<file path="config.mk">
export PLATFORM = sky130hd
export DESIGN_NAME = exc_entry_unit
export DESIGN_NICKNAME = d
export VERILOG_FILES = /design/src/rtl/exc_entry_pkg.sv /design/src/rtl/exc_msr_filter.sv /design/src/rtl/exc_vec_target.sv /design/src/rtl/exc_entry_regs.sv /design/src/rtl/exc_entry_unit.sv
export SDC_FILE = /design/constraint.sdc
export NUM_CORES = 1
export LEC_CHECK = 0
export ABC_AREA = 1
export ABC_CLOCK_PERIOD_IN_PS = 1000
export BUFFER_PORTS_ARGS = -buffer_cell sky130_fd_sc_hd__buf_2
export CORE_MARGIN = 2
export CORE_UTILIZATION = 30
export DETAILED_ROUTE_END_ITERATION = 16
export GPL_TIMING_DRIVEN = 0
export PLACE_DENSITY = 0.63
export SETUP_SLACK_MARGIN = 0.2
export SYNTH_ARGS = -nofsm -noshare
export SYNTH_HDL_FRONTEND = slang
export SYNTH_HIERARCHICAL = 1
export SYNTH_SLANG_ARGS = --single-unit
export TNS_END_PERCENT = 20
</file>
<file path="constraint.sdc">
create_clock -name clk -period 1 [get_ports clk]
set_input_delay 0.05 -clock clk [delete_from_list [all_inputs] [get_ports clk]]
set_output_delay 0.05 -clock clk [all_outputs]
set_load 0.03 [all_outputs]
</file>
<file path="src/rtl/exc_entry_pkg.sv">
package exc_entry_pkg;
  parameter int WORD_W = 32;
  typedef logic [WORD_W-1:0] word_t;

  typedef struct packed {
    word_t ret_pc;
    word_t old_msr;
    word_t data_ea;
    word_t new_msr;
    word_t tgt_pc;
  } entry_snap_t;
endpackage

</file>
<file path="src/rtl/exc_msr_filter.sv">
module exc_msr_filter
  import exc_entry_pkg::*;
#(
  parameter int NKEEP = 3,
  parameter int KEEP_POS [NKEEP] = '{17, 12, 9}
) (
  input  word_t msr_old,
  output word_t msr_filt
);
  logic [NKEEP-1:0][WORD_W-1:0] bit_sel;
  word_t keep_mask;

  for (genvar g = 0; g < NKEEP; g++) begin : g_keep
    assign bit_sel[g] = {{(WORD_W-1){1'b0}}, 1'b1} << KEEP_POS[g];
  end

  always_comb begin
    keep_mask = '0;
    for (int k = 0; k < NKEEP; k++) keep_mask = keep_mask | bit_sel[k];
  end

  assign msr_filt = msr_old & keep_mask;
endmodule

</file>
<file path="src/rtl/exc_vec_target.sv">
module exc_vec_target
  import exc_entry_pkg::*;
#(
  parameter int PFX_W   = 16,
  parameter int OFS_LSB = 4,
  parameter int OFS_W   = 12
) (
  input  word_t base_reg,
  input  word_t ofs_reg,
  output word_t target
);
  localparam int ZW = WORD_W - PFX_W - OFS_W;

  logic [PFX_W-1:0] pfx;
  logic [OFS_W-1:0] ofs;

  assign pfx    = base_reg[WORD_W-1 -: PFX_W];
  assign ofs    = ofs_reg[OFS_LSB +: OFS_W];
  assign target = {pfx, ofs, {ZW{1'b0}}};
endmodule

</file>
<file path="src/rtl/exc_entry_regs.sv">
module exc_entry_regs
  import exc_entry_pkg::*;
(
  input  logic        clk,
  input  logic        rst_n,
  input  logic        load,
  input  entry_snap_t snap_d,
  output entry_snap_t snap_q,
  output logic        pulse_q
);
  always_ff @(posedge clk) begin
    if (!rst_n) begin
      snap_q  <= '0;
      pulse_q <= 1'b0;
    end else begin
      pulse_q <= load;
      if (load) snap_q <= snap_d;
    end
  end
endmodule

</file>
<file path="src/rtl/exc_entry_unit.sv">
module exc_entry_unit
  import exc_entry_pkg::*;
#(
  parameter int PFX_W   = 16,
  parameter int OFS_LSB = 4,
  parameter int OFS_W   = 12,
  parameter int NKEEP   = 3,
  parameter int KEEP_POS [NKEEP] = '{17, 12, 9}
) (
  input  logic              clk,
  input  logic              rst_n,
  input  logic              flt_valid,
  output logic              flt_ready,
  input  logic [WORD_W-1:0] flt_iaddr,
  input  logic [WORD_W-1:0] flt_daddr,
  input  logic [WORD_W-1:0] msr_cur,
  input  logic [WORD_W-1:0] vec_base,
  input  logic [WORD_W-1:0] vec_ofs,
  output logic              squash,
  output logic [WORD_W-1:0] srr0_q,
  output logic [WORD_W-1:0] srr1_q,
  output logic [WORD_W-1:0] dear_q,
  output logic              msr_load,
  output logic [WORD_W-1:0] msr_next,
  output logic              redir_valid,
  output logic [WORD_W-1:0] redir_pc
);
  word_t       filt_msr;
  word_t       tgt;
  entry_snap_t snap_d;
  entry_snap_t snap_q;
  logic        pulse;
  logic        accept;

  exc_msr_filter #(.NKEEP(NKEEP), .KEEP_POS(KEEP_POS)) u_filt (
    .msr_old (msr_cur),
    .msr_filt(filt_msr)
  );

  exc_vec_target #(.PFX_W(PFX_W), .OFS_LSB(OFS_LSB), .OFS_W(OFS_W)) u_vec (
    .base_reg(vec_base),
    .ofs_reg (vec_ofs),
    .target  (tgt)
  );

  // one bubble after every accept: redirect cycle blocks new requests
  assign flt_ready = ~pulse;
  assign accept    = flt_valid & flt_ready;
  assign squash    = accept;

  always_comb begin
    snap_d.ret_pc  = flt_iaddr;
    snap_d.old_msr = msr_cur;
    snap_d.data_ea = flt_daddr;
    snap_d.new_msr = filt_msr;
    snap_d.tgt_pc  = tgt;
  end

  exc_entry_regs u_regs (
    .clk    (clk),
    .rst_n  (rst_n),
    .load   (accept),
    .snap_d (snap_d),
    .snap_q (snap_q),
    .pulse_q(pulse)
  );

  assign srr0_q      = snap_q.ret_pc;
  assign srr1_q      = snap_q.old_msr;
  assign dear_q      = snap_q.data_ea;
  assign msr_next    = snap_q.new_msr;
  assign redir_pc    = snap_q.tgt_pc;
  assign redir_valid = pulse;
  assign msr_load    = pulse;
endmodule

</file>
==> reports/metrics.yaml <==
fin_util_pct: 50.6
cellLeakagePower_uw: 0.00639
layout_min_cycle_time_ns: 1.25
post-place-ws_ns: -0.294
worstSetupPathType: "reg -> reg"
grt_pass1_wl_um: 34600
ant_nets: 0
final-setup-viol-count: 178
synth_top_cells_by_area: "dfxtp_1 45%, nand2_1 17%, nor2_1 16%"
fillers: 2190
power_density_nw_per_um2: 1560
gr-usage-all-layers_pct: 16.8
ioPinCount: 327
hp-class: "in -> reg"
syn_inst: 1087
setup_slack_ns: -0.248
design_power_total_uw: 18600
max_freq_ghz: 0.801
cts.clk_slew.worst_paths_ns: 0.07
rsz0062_at_grt: "yes"
drt-total-wl_um: 23000
port_buffers: 261
r2r_slack_ns: -0.25
synth_top_area_share_pct: 44.8
worstSkewPairLatency_ns: 0.42
crit_path_cell_trace: "nor2_4, buf_12, clkbuf_16, buf_6, nand2_1, nand2_1, nor2_1"
holdPathEnd: "u_regs/snap_q[157]"
die_x_um: 159
yosysTopAreaCell: "dfxtp_1"
num_vias: 7470
clock_skew_ns: 0.0110
root_buffer: "clkbuf_16"
avgSynthCellArea_um2: 6.62
drc: 0
yosysMostFrequentCell: "nand2_1"
final_max_slew_viol_count: 0
ys_top_cells_by_count: "321 x nand2_1, 310 x nor2_1, 163 x inv_1, 161 x dfxtp_1, 84 x buf_4"
r2r-end: "u_regs/snap_q[23]"
area_growth_pct: 65.0
crit_fanout: 10
hold_start: "rst_n"
start_util_pct: 30.6
synth_edf_count: 0
cap_violations: 0
grt_overflow: 0
crit_path_max_incr_delay_ns: 0.36
status: "complete, but fails checks"
r2r_cells: 7
cts-htree-levels: 4
nets: 1692
gp_congestion: 0.865
ys_warn_count: 6
cts_tree: "yes"
required_ns: 1.31
grt_pass1_vias: 6826
worstPathArrival_ns: 1.56
wire_per_inst_um: 12.3
synth-main-ff-cell: "dfxtp_1"
rows: 56
coreArea_um2: 23500
async_reset_ff_share_pct: 0
clk_path_buf_depth: 2
place_hpwl_um: 14700
layout.cells.non_filler: 1860
r2r-start: "u_regs/pulse_q"
finalHoldViolCount: 0
ys_ff_latch: 161
netlist-cell-type-count: 11
dp.cells: 1698
drive_above_1_share_pct: 33.5
ys_seq_area_share_pct: 44.8
critPathLaunchType: "register"
antenna_found_initial: 0
grt_max_degree: 17
cpMostUsedCell: "nand2_1"
holdPathStages: 4
slowest_stage: "dfxtp_4"
die_area_um2: 25200
cts_inserted_buffers: 17
violations: "setup timing"
drt_iter0_markers: 475
diodes: 0
fin_hold_ws_ns: 0.126
vias_per_cell: 4.02
dr.pass1.iters: 5
ir_drop_uv: 984
cts.sinks: 161
syn_area_um2: 7190
final.period_utilization_pct: 125
die_h_um: 159
cp-end-kind: "register"
==> layer usage <==
layer  global-route usage, %  part of all wire, %
met5                       0                    0
met4                    5.92                  3.1
met3                    5.72                  7.5
met2                    28.5                   48
met1                    19.8                   41
==> cell families (layout without fill, tap and decap cells) <==
logic type | after synthesis | after routing | synth area share, %
buffers and inverters | 282 | 705 | 21.2
DFF | 161 | 161 | 44.8
other | 2 | 33 | 0.104
and+or+nand+nor | 642 | 642 | 33.9
==> worst max path at each step <==
| stage | startpoint | end | slack [ns] | cells past startpoint |
|---|---|---|---|---|
| 5_1_grt | u_regs/pulse_q | u_regs/snap_q[23] | -0.30 | 7 |
| 6_report | u_regs/pulse_q | u_regs/snap_q[23] | -0.25 | 7 |
| 3_3_place_gp | u_regs/pulse_q | u_regs/snap_q[132] | -0.29 | 7 |
| 4_1_cts | u_regs/pulse_q | u_regs/snap_q[132] | -0.28 | 7 |
| 3_5_place_dp | u_regs/pulse_q | u_regs/snap_q[36] | -0.29 | 7 |
| 2_1_floorplan | u_regs/pulse_q | u_regs/snap_q[56] | -0.25 | 7 |
==> through the flow <==
step / area (um2) / TNS, ns
global route: 11900 / -43.04
floorplan: 7320 / -37.43
finish: 11900 / -28.63
CTS: 10900 / -39.77
global placement: 9030 / -34.45
detailed placement: 9030 / -36.54
==> critical path: cells and delay by family (launching register included) <==
family	cells	cell delay [ns]
buf+inv	3	0.46
simple gates	4	0.31
flops	1	0.36
==> where the power goes <==
group          switching, uW  internal (uW)  total, uW
combinational           2520           2060       4580
sequential               329           6980       7310
clock                   2730           3940       6670
==> cell usage in the layout, fill, tap and decap left out <==
cell / instances
dfxtp_4: 2
clkinvlp_4: 3
nor2_4: 1
dlygate4sd3_1: 124
nand2_1: 315
nor2_2: 11
conb_1: 33
buf_12: 5
buf_2: 179
clkinv_4: 2
clkbuf_1: 5
nand2_4: 2
bufinv_16: 3
inv_6: 2
inv_4: 1
dfxtp_2: 85
buf_4: 73
clkbuf_16: 22
nand2_2: 4
nor2_1: 309
inv_2: 1
inv_1: 162
buf_1: 2
clkinv_2: 1
buf_8: 15
dfxtp_1: 74
buf_6: 105
==> repair_timing <==
item / 4_1_cts / 5_1_grt
hold endpoints to repair: 124 / 0
cloned: 0 / 6
setup endpoints to repair: 325 / 325
setup buffers: 0 / 1
gates resized for setup: 7 / 409
hold buffers: 124 / 0
pin swaps: 0 / 4
==> state kept, by name (all words and copies together), names as in the netlist <==
register and flops:
u_regs/pulse_q 1, u_regs/snap_q 160
==> final cells by class <==
cell class                      instances  area, um2  share of cell area [%]
Buffer                                119       1070                    9.02
Clock buffer                           19        433                    3.65
Clock inverter                         12        159                    1.34
Inverter                              163        612                    5.15
Multi-Input combinational cell        675       2590                    21.9
Sequential cell                       161       3340                    28.1
Tap cell                              319        399                    3.36
Timing Repair Buffer                  392       3270                    27.5
No activity file was read; power rests on OpenSTA's default activity.
